[src/rtl/vls_pkg.sv]
package vls_pkg;

  // Per-sequence end-of-line behaviour flags.
  typedef struct packed {
    logic adv;   // step to the next sequence number
    logic ret;   // go back to the region's opening sequence
  } vls_flags_t;

  // What the engine does at the next register update.
  typedef enum logic [2:0] {
    ACT_IDLE,    // no strobe: keep everything
    ACT_LOAD,    // region match: load opening sequence
    ACT_CLEAR,   // field start without a line-0 region: go to 0
    ACT_RET,     // return to the base sequence
    ACT_ADV,     // step forward with wrap
    ACT_HOLD     // line strobe, nothing to change
  } vls_act_e;

endpackage

[src/rtl/vls_region_table.sv]
module vls_region_table #(
  parameter int NUM_POS = 4,
  parameter int LINE_W  = 12,
  parameter int SEQ_W   = 4,
  parameter int IDX_W   = (NUM_POS > 1) ? $clog2(NUM_POS) : 1
) (
  input  logic              clk,
  input  logic              rst,
  input  logic              wr_en,
  input  logic [IDX_W-1:0]  wr_idx,
  input  logic              wr_ena,
  input  logic [LINE_W-1:0] wr_line,
  input  logic [SEQ_W-1:0]  wr_seq,
  input  logic              commit,
  input  logic [LINE_W-1:0] q_line,
  input  logic              q_stage,
  output logic              hit,
  output logic [SEQ_W-1:0]  hit_seq
);

  logic              st_en   [NUM_POS];
  logic [LINE_W-1:0] st_line [NUM_POS];
  logic [SEQ_W-1:0]  st_seq  [NUM_POS];
  logic              ac_en   [NUM_POS];
  logic [LINE_W-1:0] ac_line [NUM_POS];
  logic [SEQ_W-1:0]  ac_seq  [NUM_POS];
  logic [NUM_POS-1:0] match;
  logic [SEQ_W-1:0]  sel_seq [NUM_POS];

  for (genvar g = 0; g < NUM_POS; g++) begin : g_pos
    logic              sel_en;
    logic [LINE_W-1:0] sel_line;

    always_ff @(posedge clk) begin
      if (rst) begin
        st_en[g]   <= 1'b0;
        st_line[g] <= '0;
        st_seq[g]  <= '0;
      end else if (wr_en && wr_idx == IDX_W'(g)) begin
        st_en[g]   <= wr_ena;
        st_line[g] <= wr_line;
        st_seq[g]  <= wr_seq;
      end
    end

    always_ff @(posedge clk) begin
      if (rst) begin
        ac_en[g]   <= 1'b0;
        ac_line[g] <= '0;
        ac_seq[g]  <= '0;
      end else if (commit) begin
        ac_en[g]   <= st_en[g];
        ac_line[g] <= st_line[g];
        ac_seq[g]  <= st_seq[g];
      end
    end

    // At a field start the staging copy is the one about to become active.
    assign sel_en     = q_stage ? st_en[g]   : ac_en[g];
    assign sel_line   = q_stage ? st_line[g] : ac_line[g];
    assign sel_seq[g] = q_stage ? st_seq[g]  : ac_seq[g];
    assign match[g]   = sel_en && (sel_line == q_line);
  end

  // Lowest index wins: scan from the top so the last assignment is the lowest.
  always_comb begin
    hit     = 1'b0;
    hit_seq = '0;
    for (int i = NUM_POS - 1; i >= 0; i--) begin
      if (match[i]) begin
        hit     = 1'b1;
        hit_seq = sel_seq[i];
      end
    end
  end

endmodule

[src/rtl/vls_flag_table.sv]
module vls_flag_table
  import vls_pkg::*;
#(
  parameter int NUM_SEQ = 16,
  parameter int SEQ_W   = 4
) (
  input  logic             clk,
  input  logic             rst,
  input  logic             wr_en,
  input  logic [SEQ_W-1:0] wr_idx,
  input  logic             wr_adv,
  input  logic             wr_ret,
  input  logic             commit,
  input  logic [SEQ_W-1:0] rd_idx,
  output vls_flags_t       rd_flags
);

  vls_flags_t st_fl [NUM_SEQ];
  vls_flags_t ac_fl [NUM_SEQ];

  for (genvar g = 0; g < NUM_SEQ; g++) begin : g_seq
    always_ff @(posedge clk) begin
      if (rst) begin
        st_fl[g] <= '0;
      end else if (wr_en && wr_idx == SEQ_W'(g)) begin
        st_fl[g] <= '{adv: wr_adv, ret: wr_ret};
      end
    end

    always_ff @(posedge clk) begin
      if (rst) begin
        ac_fl[g] <= '0;
      end else if (commit) begin
        ac_fl[g] <= st_fl[g];
      end
    end
  end

  always_comb begin
    rd_flags = '0;
    for (int i = 0; i < NUM_SEQ; i++) begin
      if (rd_idx == SEQ_W'(i)) rd_flags = ac_fl[i];
    end
  end

endmodule

[src/rtl/vls_seq_engine.sv]
module vls_seq_engine
  import vls_pkg::*;
#(
  parameter int LINE_W = 12,
  parameter int SEQ_W  = 4
) (
  input  logic              clk,
  input  logic              rst,
  input  logic              vd,
  input  logic              hd,
  input  logic              hit,
  input  logic [SEQ_W-1:0]  hit_seq,
  input  vls_flags_t        flags,
  output logic [LINE_W-1:0] q_line,
  output logic              q_stage,
  output logic [SEQ_W-1:0]  seq_o,
  output logic [SEQ_W-1:0]  base_o
);

  localparam logic [LINE_W-1:0] LINE_MAX = '1;

  logic [LINE_W-1:0] line_q;
  logic [LINE_W-1:0] line_nx;
  logic [SEQ_W-1:0]  seq_q;
  logic [SEQ_W-1:0]  base_q;
  vls_act_e          act;

  assign line_nx = (line_q == LINE_MAX) ? LINE_MAX : line_q + 1'b1;
  assign q_line  = vd ? '0 : line_nx;
  assign q_stage = vd;

  always_comb begin
    if (vd)             act = hit ? ACT_LOAD : ACT_CLEAR;
    else if (!hd)       act = ACT_IDLE;
    else if (hit)       act = ACT_LOAD;
    else if (flags.ret) act = ACT_RET;
    else if (flags.adv) act = ACT_ADV;
    else                act = ACT_HOLD;
  end

  always_ff @(posedge clk) begin
    if (rst) begin
      line_q <= '0;
    end else if (vd) begin
      line_q <= '0;
    end else if (hd) begin
      line_q <= line_nx;
    end
  end

  always_ff @(posedge clk) begin
    if (rst) begin
      seq_q  <= '0;
      base_q <= '0;
    end else begin
      unique case (act)
        ACT_LOAD: begin
          seq_q  <= hit_seq;
          base_q <= hit_seq;
        end
        ACT_CLEAR: begin
          seq_q  <= '0;
          base_q <= '0;
        end
        ACT_RET:  seq_q <= base_q;
        ACT_ADV:  seq_q <= seq_q + 1'b1;
        default: ;
      endcase
    end
  end

  assign seq_o  = seq_q;
  assign base_o = base_q;

endmodule

[src/rtl/vseq_line_selector.sv]
module vseq_line_selector
  import vls_pkg::*;
#(
  parameter int NUM_POS = 4,
  parameter int NUM_SEQ = 16,
  parameter int SEQ_W   = 4,
  parameter int LINE_W  = 12,
  parameter int POS_W   = 2
) (
  input  logic              clk,
  input  logic              rst,
  input  logic              vd_i,
  input  logic              hd_i,
  input  logic              rg_we,
  input  logic [POS_W-1:0]  rg_idx,
  input  logic              rg_ena,
  input  logic [LINE_W-1:0] rg_line,
  input  logic [SEQ_W-1:0]  rg_seq,
  input  logic              sf_we,
  input  logic [SEQ_W-1:0]  sf_idx,
  input  logic              sf_adv,
  input  logic              sf_ret,
  output logic [SEQ_W-1:0]  seq_o
);

  logic              scp_hit;
  logic [SEQ_W-1:0]  scp_seq;
  logic [LINE_W-1:0] q_line;
  logic              q_stage;
  logic [SEQ_W-1:0]  base_seq;
  logic [SEQ_W-1:0]  cur_seq;
  vls_flags_t        cur_flags;
  logic              flag_adv;
  logic              flag_ret;

  assign flag_adv = cur_flags.adv;
  assign flag_ret = cur_flags.ret;

  vls_region_table #(
    .NUM_POS (NUM_POS),
    .LINE_W  (LINE_W),
    .SEQ_W   (SEQ_W),
    .IDX_W   (POS_W)
  ) u_regions (
    .clk     (clk),
    .rst     (rst),
    .wr_en   (rg_we),
    .wr_idx  (rg_idx),
    .wr_ena  (rg_ena),
    .wr_line (rg_line),
    .wr_seq  (rg_seq),
    .commit  (vd_i),
    .q_line  (q_line),
    .q_stage (q_stage),
    .hit     (scp_hit),
    .hit_seq (scp_seq)
  );

  vls_flag_table #(
    .NUM_SEQ (NUM_SEQ),
    .SEQ_W   (SEQ_W)
  ) u_flags (
    .clk      (clk),
    .rst      (rst),
    .wr_en    (sf_we),
    .wr_idx   (sf_idx),
    .wr_adv   (sf_adv),
    .wr_ret   (sf_ret),
    .commit   (vd_i),
    .rd_idx   (cur_seq),
    .rd_flags (cur_flags)
  );

  vls_seq_engine #(
    .LINE_W (LINE_W),
    .SEQ_W  (SEQ_W)
  ) u_engine (
    .clk     (clk),
    .rst     (rst),
    .vd      (vd_i),
    .hd      (hd_i),
    .hit     (scp_hit),
    .hit_seq (scp_seq),
    .flags   (cur_flags),
    .q_line  (q_line),
    .q_stage (q_stage),
    .seq_o   (cur_seq),
    .base_o  (base_seq)
  );

  assign seq_o = cur_seq;

endmodule

[config.mk]
export PLATFORM = sky130hd
export DESIGN_NAME = vseq_line_selector
export DESIGN_NICKNAME = d
export VERILOG_FILES = /design/src/rtl/vls_pkg.sv /design/src/rtl/vls_region_table.sv /design/src/rtl/vls_flag_table.sv /design/src/rtl/vls_seq_engine.sv /design/src/rtl/vseq_line_selector.sv
export SDC_FILE = /design/constraint.sdc
export NUM_CORES = 1
export LEC_CHECK = 0
export ABC_AREA = 1
export BUFFER_PORTS_ARGS = -buffer_cell sky130_fd_sc_hd__clkbuf_2
export CAP_MARGIN = 10
export CORE_MARGIN = 3
export CORE_UTILIZATION = 60
export DETAILED_ROUTE_END_ITERATION = 16
export HOLD_SLACK_MARGIN = 0.03
export PLACE_DENSITY = 0.77
export SYNTH_ARGS = -nofsm -noshare
export SYNTH_HDL_FRONTEND = slang
export SYNTH_SLANG_ARGS = --single-unit
[constraint.sdc]
create_clock -name clk -period 6.5 [get_ports clk]
set_clock_uncertainty 0.15 [all_clocks]
set_input_delay 0.65 -clock clk [delete_from_list [all_inputs] [get_ports clk]]
set_output_delay 0.65 -clock clk [all_outputs]
set_load 0.03 [all_outputs]
# --- After elaboration in Yosys (flattened, before gate mapping) ---
# Memory sizes are Yosys's and may differ from the RTL's.
# Index checks and enable logic that the tools add are counted.
totals:
  ff_bits: 20
  ram_bits: 200
  in_bits: 31
  out_inout_bits: 4
  wordCells: 308
  mem_count: 8
mem_list:
  columns: ["name", "words", "word_bits", "read_ports", "rd_clocked_by_memory_dff", "write_ports", "line", "text"]
  rows:
  - ["u_regions.ac_line", 4, 12, 4, 0, 4, "vls_region_table.sv:25", "logic [LINE_W-1:0] ac_line [NUM_POS];"]
  - ["u_regions.st_line", 4, 12, 4, 0, 4, "vls_region_table.sv:22", "logic [LINE_W-1:0] st_line [NUM_POS];"]
  - ["u_flags.ac_fl", 16, 2, 16, 0, 16, "vls_flag_table.sv:19", "vls_flags_t ac_fl [NUM_SEQ];"]
  - ["u_flags.st_fl", 16, 2, 16, 0, 16, "vls_flag_table.sv:18", "vls_flags_t st_fl [NUM_SEQ];"]
  - ["u_regions.ac_seq", 4, 4, 4, 0, 4, "vls_region_table.sv:26", "logic [SEQ_W-1:0] ac_seq [NUM_POS];"]
  - ["u_regions.st_seq", 4, 4, 4, 0, 4, "vls_region_table.sv:23", "logic [SEQ_W-1:0] st_seq [NUM_POS];"]
  - ["2 more memories", null, null, null, null, null, null, null]
op_classes:
  addsub: 2
  eq_ne: 42
  muxes: 167
  n_bitwise: 56
  n_reduce_logical: 30
ops:
  columns: ["cell", "n"]
  rows:
  - ["12-bit 2-to-1 mux", 14]
  - ["2-bit 2-to-1 mux", 49]
  - ["1-bit 2-to-1 mux", 82]
  - ["4-bit equality test, second input constant", 16]
  - ["4-bit 2-to-1 mux", 16]
  - ["1-bit OR", 56]
  - ["12-bit equality test", 4]
  - ["4-bit by 3-bit equality test with 1-bit output, second input constant", 8]
  - ["1-bit logical AND", 24]
  - ["4-bit by 2-bit equality test with 1-bit output, second input constant", 4]
  - ["4-bit one-hot mux with 4 select lines", 1]
  - ["12-bit by 1-bit adder with 12-bit output, second input constant", 1]
  - ["12-bit equality test, second input constant", 1]
  - ["3-bit 2-to-1 mux", 4]
  - ["4-bit by 1-bit equality test with 1-bit output, second input constant", 2]
  - ["4-bit logical NOT", 2]
  - ["4-bit one-hot mux with 2 select lines", 1]
  - ["3-bit by 2-bit equality test with 1-bit output, second input constant", 2]
  - ["4-bit by 1-bit adder with 4-bit output, second input constant", 1]
  - ["2-bit equality test, second input constant", 2]
  - ["4-bit nonzero test", 1]
  - ["3-bit by 1-bit equality test with 1-bit output, second input constant", 1]
  - ["3-bit equality test, second input constant", 1]
  - ["2-bit by 1-bit equality test with 1-bit output, second input constant", 1]
  - ["other kinds (3)", 3]

# --- Depth between registers and ports, before layout ---
depth:
  ltp_word: 24
  ltp_mapped: 28
  depth_no_buf: 27

# --- Modules after synthesis ---
# A second synthesis with hierarchy kept.
hier_totals:
  cells_unflattened: 1338
  area_unflattened_um2: 11217.0
by_module_without_submodules:
  columns: ["mod", "n_inst", "cells_each", "area_per_inst_um2", "seq_area_each_um2"]
  rows:
  - ["vls_region_table", 1, 794, 6856.6, 4083.9]
  - ["vls_flag_table", 1, 320, 2981.6, 1921.8]
  - ["vls_seq_engine", 1, 224, 1378.8, 400.4]

# --- Least setup slack after synthesis ---
# No wires, ideal clock.
synth_timing:
  path_kind: "input to register"
  start: "input port vd_i"
  end: "memory u_flags.ac_fl[0][0] (netlist bit), enable pin"
  setup_ps: 413
  arrival_time_ps: 3393
  required_ps: 5937
  setup_slack_ps: 2544
  stages: 8
  path_buffers: 6
  path_cell_list: "buf_2 > clkbuf_1 > buf_2 > buf_1 > clkbuf_1 > clkbuf_1 > nor2_1 > inv_2"
synth_lines:
  columns: ["element", "line", "text"]
  rows:
  - ["from (decl)", "vseq_line_selector.sv:12", "input logic vd_i,"]
  - ["to (decl)", "vls_flag_table.sv:19", null]

# --- Final worst setup path ---
layout_timing:
  start: "register u_engine.line_q[1]"
  end: "register u_engine.base_q[1], in the netlist u_engine.base_o[1]"
layout_via:
  elab_chain_cells: 14
  word_cells_on_any_way: 28
  classes_between: "add/sub (1); eq/ne (7); mux (15); reduce/logical (5)"
layout_rtl:
  columns: ["element", "line", "text"]
  rows:
  - ["from (decl)", "vls_seq_engine.sv:22", "logic [LINE_W-1:0] line_q;"]
  - ["from (signal assigned)", "vls_seq_engine.sv:47", "line_q <= line_nx;"]
  - ["12-bit by 1-bit adder with 12-bit output / 12-bit equality test (equally long branches)", "vls_seq_engine.sv:28", "assign line_nx = (line_q == LINE_MAX) ? LINE_MAX : line_q + 1'b1;"]
  - ["12-bit 2-to-1 mux (*)", "vls_seq_engine.sv:28", null]
  - ["12-bit 2-to-1 mux (*)", "vls_seq_engine.sv:29", "assign q_line = vd ? '0 : line_nx;"]
  - ["12-bit equality test", "vls_region_table.sv:62", "assign match[g] = sel_en && (sel_line == q_line);"]
  - ["1-bit logical AND", "vls_region_table.sv:62", null]
  - ["1-bit 2-to-1 mux (4 in series)", "vls_region_table.sv:70", "if (match[i]) begin"]
  - ["3-bit 2-to-1 mux", "vls_seq_engine.sv:35", "else if (hit) act = ACT_LOAD;"]
  - ["3-bit 2-to-1 mux", "vls_seq_engine.sv:34", "else if (!hd) act = ACT_IDLE;"]
  - ["3-bit 2-to-1 mux", "vls_seq_engine.sv:33", "if (vd) act = hit ? ACT_LOAD : ACT_CLEAR;"]
  - ["3-bit by 2-bit equality test with 1-bit output / 3-bit by 1-bit equality test with 1-bit output (equally long branches)", "vls_seq_engine.sv:56", "unique case (act)"]
  - ["4-bit one-hot mux with 2 select lines / 2-bit nonzero test (equally long branches)", null, null]
  - ["to (signal assigned)", "vls_seq_engine.sv:59", "base_q <= hit_seq;"]
  - ["to (decl)", "vls_seq_engine.sv:25", "logic [SEQ_W-1:0] base_q;"]
# Every way passes the cells marked *; elsewhere a longest branch is shown, timed or not.
# A chain may end at the register's enable or synchronous reset.

==> results.yml <==
status:
  outcome: "complete, no violations"
cts:
  cts_hold_buf: 0
  cts_sinks: 220
  h-tree-depth: 1
  ctsResizeCount: 0
  root_buffer: "clkbuf_16"
  cts_setup_buffers: 0
  cts_made_buffers: 24
  cts_buffer_depth: 3
  cts_tree: "done"
  clk_latency_ns: 0.55
  cts.reportedPaths.clkPinSlew_ns: 0.06
placement:
  routabilityCongestion: 0.9739
  pre_cts_ws_ns: 2.525
  dp.cells: 1591
  dp_hpwl_um: 19670
  portBuffers: 34
setup_path:
  worstPathRequired_ns: 6.74
  worst_setup_path_start_kind: "flip-flop"
  cp.arrival_ns: 3.75
  endpoint_kind: "flip-flop"
  cp_top_family: "simple AND/OR/NAND/NOR gates"
  worst-setup-path-type: "flip-flop to flip-flop"
  crit_buf_inv: 0
  slowest_stage: "dfxtp_1"
  path_cells: "ha_1, nand2_1, nor2_4, nand3_4, nand2_2, nand2_2, nand3b_1, nand2_1, nor2_1, nand4_1, nor2_1, nand2_1, nor2_4, nor2_4, nand4_2, nand2_4, nand2_2, nand2_2, nand2_1, o21a_1, nor2_1"
  path_max_fanout: 12
  max_stage_delay_ns: 0.41
power:
  power.switching_mw: 1.091
  ir_worst_vdd_mv: 0.2748
  clkPwrFrac: 0.372
  p_per_area_nw_per_um2: 295.8
  p_int_mw: 2.637
  swShare: 0.2927
  combPwrFrac: 0.169
  leakage_nw: 5.536
  power_frac_seq: 0.460
finish:
  antennaDiodeCount: 0
  final_cells: 1633
  final_nets: 1419
  post-route-util: 0.6716
  drive_above_1_share: 0.08578
  area_growth_pct: 9.476
  final.fill_count: 1540
grt:
  overflow: 0
  antenna_found_initial: 0
  grt_pass1_vias: 8085
  grt_max_degree: 80
  grt_use_total: 0.2728
  grt_pass1_wl_um: 44300
synthesis:
  ys_ff_latch: 220
  synthesis.area_um2: 11510
  synth_compound_area_frac: 0.06792
  synth_cell_types: 43
  syn_inst: 1367
  synth_top_family_by_area: "simple AND/OR/NAND/NOR gates"
  synth_warnings: 0
  syn_nets: 1403
  post_synth_fa_ha_maj_area_fraction: 0.005434
  async_reset_ff_frac: 0
  synth.avg_cell_area_um2: 8.422
  synth_edf_count: 200
  synthMuxAreaShare: 0.003478
  post_synth_xor_area_fraction: 0.006846
  ys_seq_area_frac: 0.5564
  synth_simple_gate_area_frac: 0.2764
  synth-main-ff-cell: "edfxtp_1"
timing:
  worst-slew-pin-transition_ns: 1.111
  max_freq_ghz: 0.2842
  setup_tns_ns: 0
  fin_ws_ns: 2.982
  finalSetupViolCount: 0
  hold_viol: 0
  finalMaxSlewViolations: 0
  period_needed_ns: 3.518
  period_share: 0.5413
  slew_headroom: 0.2580
  rsz0062_at_grt: "false"
drt:
  via_per_inst: 5.609
  wl_um: 28160
  drcViolationCount: 0
  wl_per_cell_um: 17.24
  num_vias: 9160
  drtAntennaViolNets: 0
  drt_iter0_markers: 1108
  drt_pass1_iterations: 7
die:
  start_util: 0.6135
  core_um2: 18770
  die_w_um: 144.5
  ioPinCount: 35
  die_h_um: 144.5
  die_area_um2: 20890
  num_rows: 50
hold_path:
  hold_path_class: "input port to flip-flop"
job:
  drv_cap: 0
==> worst reg2reg max path: stages (launching register included) <==
cell and delay (ns):
dfxtp_1 0.41, ha_1 0.28, nand2_1 0.12, nor2_4 0.16, nand3_4 0.19, nand2_2 0.16
nand2_2 0.12, nand3b_1 0.27, nand2_1 0.08, nor2_1 0.10, nand4_1 0.10, nor2_1 0.15
nand2_1 0.11, nor2_4 0.22, nor2_4 0.09, nand4_2 0.11, nand2_4 0.08, nand2_2 0.09
nand2_2 0.14, nand2_1 0.10, o21a_1 0.13, nor2_1 0.04
==> final timing paths <==
check / from / to / slack [ns] / cells past startpoint
max: u_engine.line_q[1]$_SDFFE_PP0P_ / u_engine.base_o[1]$_SDFFE_PP0P_ / 2.98 / 21
min: rg_line[0] / u_regions.st_line[2][0]$_SDFFCE_PN0P_ / 0.30 / 3
max reg2reg: u_engine.line_q[1]$_SDFFE_PP0P_ / u_engine.base_o[1]$_SDFFE_PP0P_ / 2.98 / 21
min reg2reg: u_engine.base_o[3]$_SDFFE_PP0P_ / u_engine.base_o[3]$_SDFFE_PP0P_ / 0.40 / 3
==> registers in the layout, summed over array words and instances (netlist names) <==
register           flops
u_regions.ac_en        4
u_engine.base_o        4
u_regions.ac_line     48
u_regions.ac_seq      16
u_regions.st_seq      16
u_flags.st_fl         32
u_flags.ac_fl         32
u_engine.seq_o         4
u_regions.st_line     48
u_engine.line_q       12
u_regions.st_en        4
==> Yosys cell counts (2+ instances only) <==
library cell,n,area [µm²]
o21a_1,4,30.03
edfxtp_1,200,6006
o2111ai_1,2,17.52
xor2_1,6,52.55
buf_1,9,33.78
o21ai_0,94,470.5
nor4_1,2,12.51
a211oi_1,3,22.52
buf_6,2,22.52
nand4_2,3,37.54
buf_2,10,50.05
nor3_1,8,40.04
ha_1,5,62.56
nor2_4,3,33.78
inv_2,3,11.26
nand2_2,14,87.58
nand3b_1,6,45.04
clkbuf_1,26,97.59
or2_2,3,18.77
a21oi_1,19,95.09
xnor2_1,3,26.28
or2_1,2,12.51
nor2_1,290,1089
nand4_1,37,231.5
o211ai_1,4,30.03
nand2_1,291,1092
nand3_4,2,35.03
nand3_1,58,290.3
o31ai_1,6,45.04
mux2i_1,4,40.04
inv_1,196,735.7
nor2_2,5,31.28
nand3_2,9,90.09
o21ai_1,9,45.04
dfxtp_1,20,400.4
nand2_4,2,22.52
==> through the flow <==
step                power, mW  instance area [µm²]  hold WS (ns)
floorplan               2.199                11510        0.3461
global placement        2.346                11800        0.3821
detailed placement      2.359                11800        0.3912
CTS                     3.738                12600        0.2815
global route            3.905                12600        0.3163
finish                  3.729                12600        0.2988
==> power groups by stage <==
stage / clock (mW) / combinational (mW) / sequential [mW]
final: 1.39 / 0.629 / 1.71
after global routing: 1.46 / 0.720 / 1.72
after CTS: 1.40 / 0.627 / 1.71
after detailed placement: 0 / 0.617 / 1.74
after global placement: 0 / 0.609 / 1.74
after floorplan: 0 / 0.466 / 1.73
==> logic make-up (layout without fill, tap and decap cells) <==
group | count (synthesis) | in the layout
compound gates | 144 | 144
xor+xnor | 9 | 9
fa+ha+maj | 5 | 5
buf+inv | 248 | 280
flops | 220 | 220
mux | 4 | 4
simple gates | 737 | 737
==> metal layers <==
metal,vias to the layer above,wire length [µm],GRT usage
li1,4468,-,-
met1,4216,13440,0.4615
met2,431,11400,0.3655
met3,45,2812,0.04795
met4,0,500,0.05400
met5,-,0,0
==> final cells by class <==
class / count / area [µm²] / area share
clock inverters: 17 / 200.2 / 0.01588
flip-flops and latches: 220 / 6406 / 0.5082
well taps: 234 / 292.8 / 0.02323
multi-input cells: 899 / 4148 / 0.3291
clock buffers: 25 / 604.3 / 0.04795
inverters: 200 / 753.2 / 0.05976
repair buffers: 38 / 200.2 / 0.01588
==> cells in the final DEF, fill, tap and decap left out, types with 8 or more instances in the layout <==
master | netlist | routed
nor2_1 | 290 | 290
nand2_2 | 14 | 15
edfxtp_1 | 200 | 200
dfxtp_1 | 20 | 20
nand3_1 | 58 | 58
nand2_1 | 291 | 290
inv_1 | 196 | 195
nand3_2 | 9 | 9
clkbuf_2 | 0 | 34
a21oi_1 | 19 | 19
nor3_1 | 8 | 8
nand4_1 | 37 | 37
clkbuf_16 | 0 | 24
o21ai_1 | 9 | 9
o21ai_0 | 94 | 94
Power figures use the tool's default switching activity.
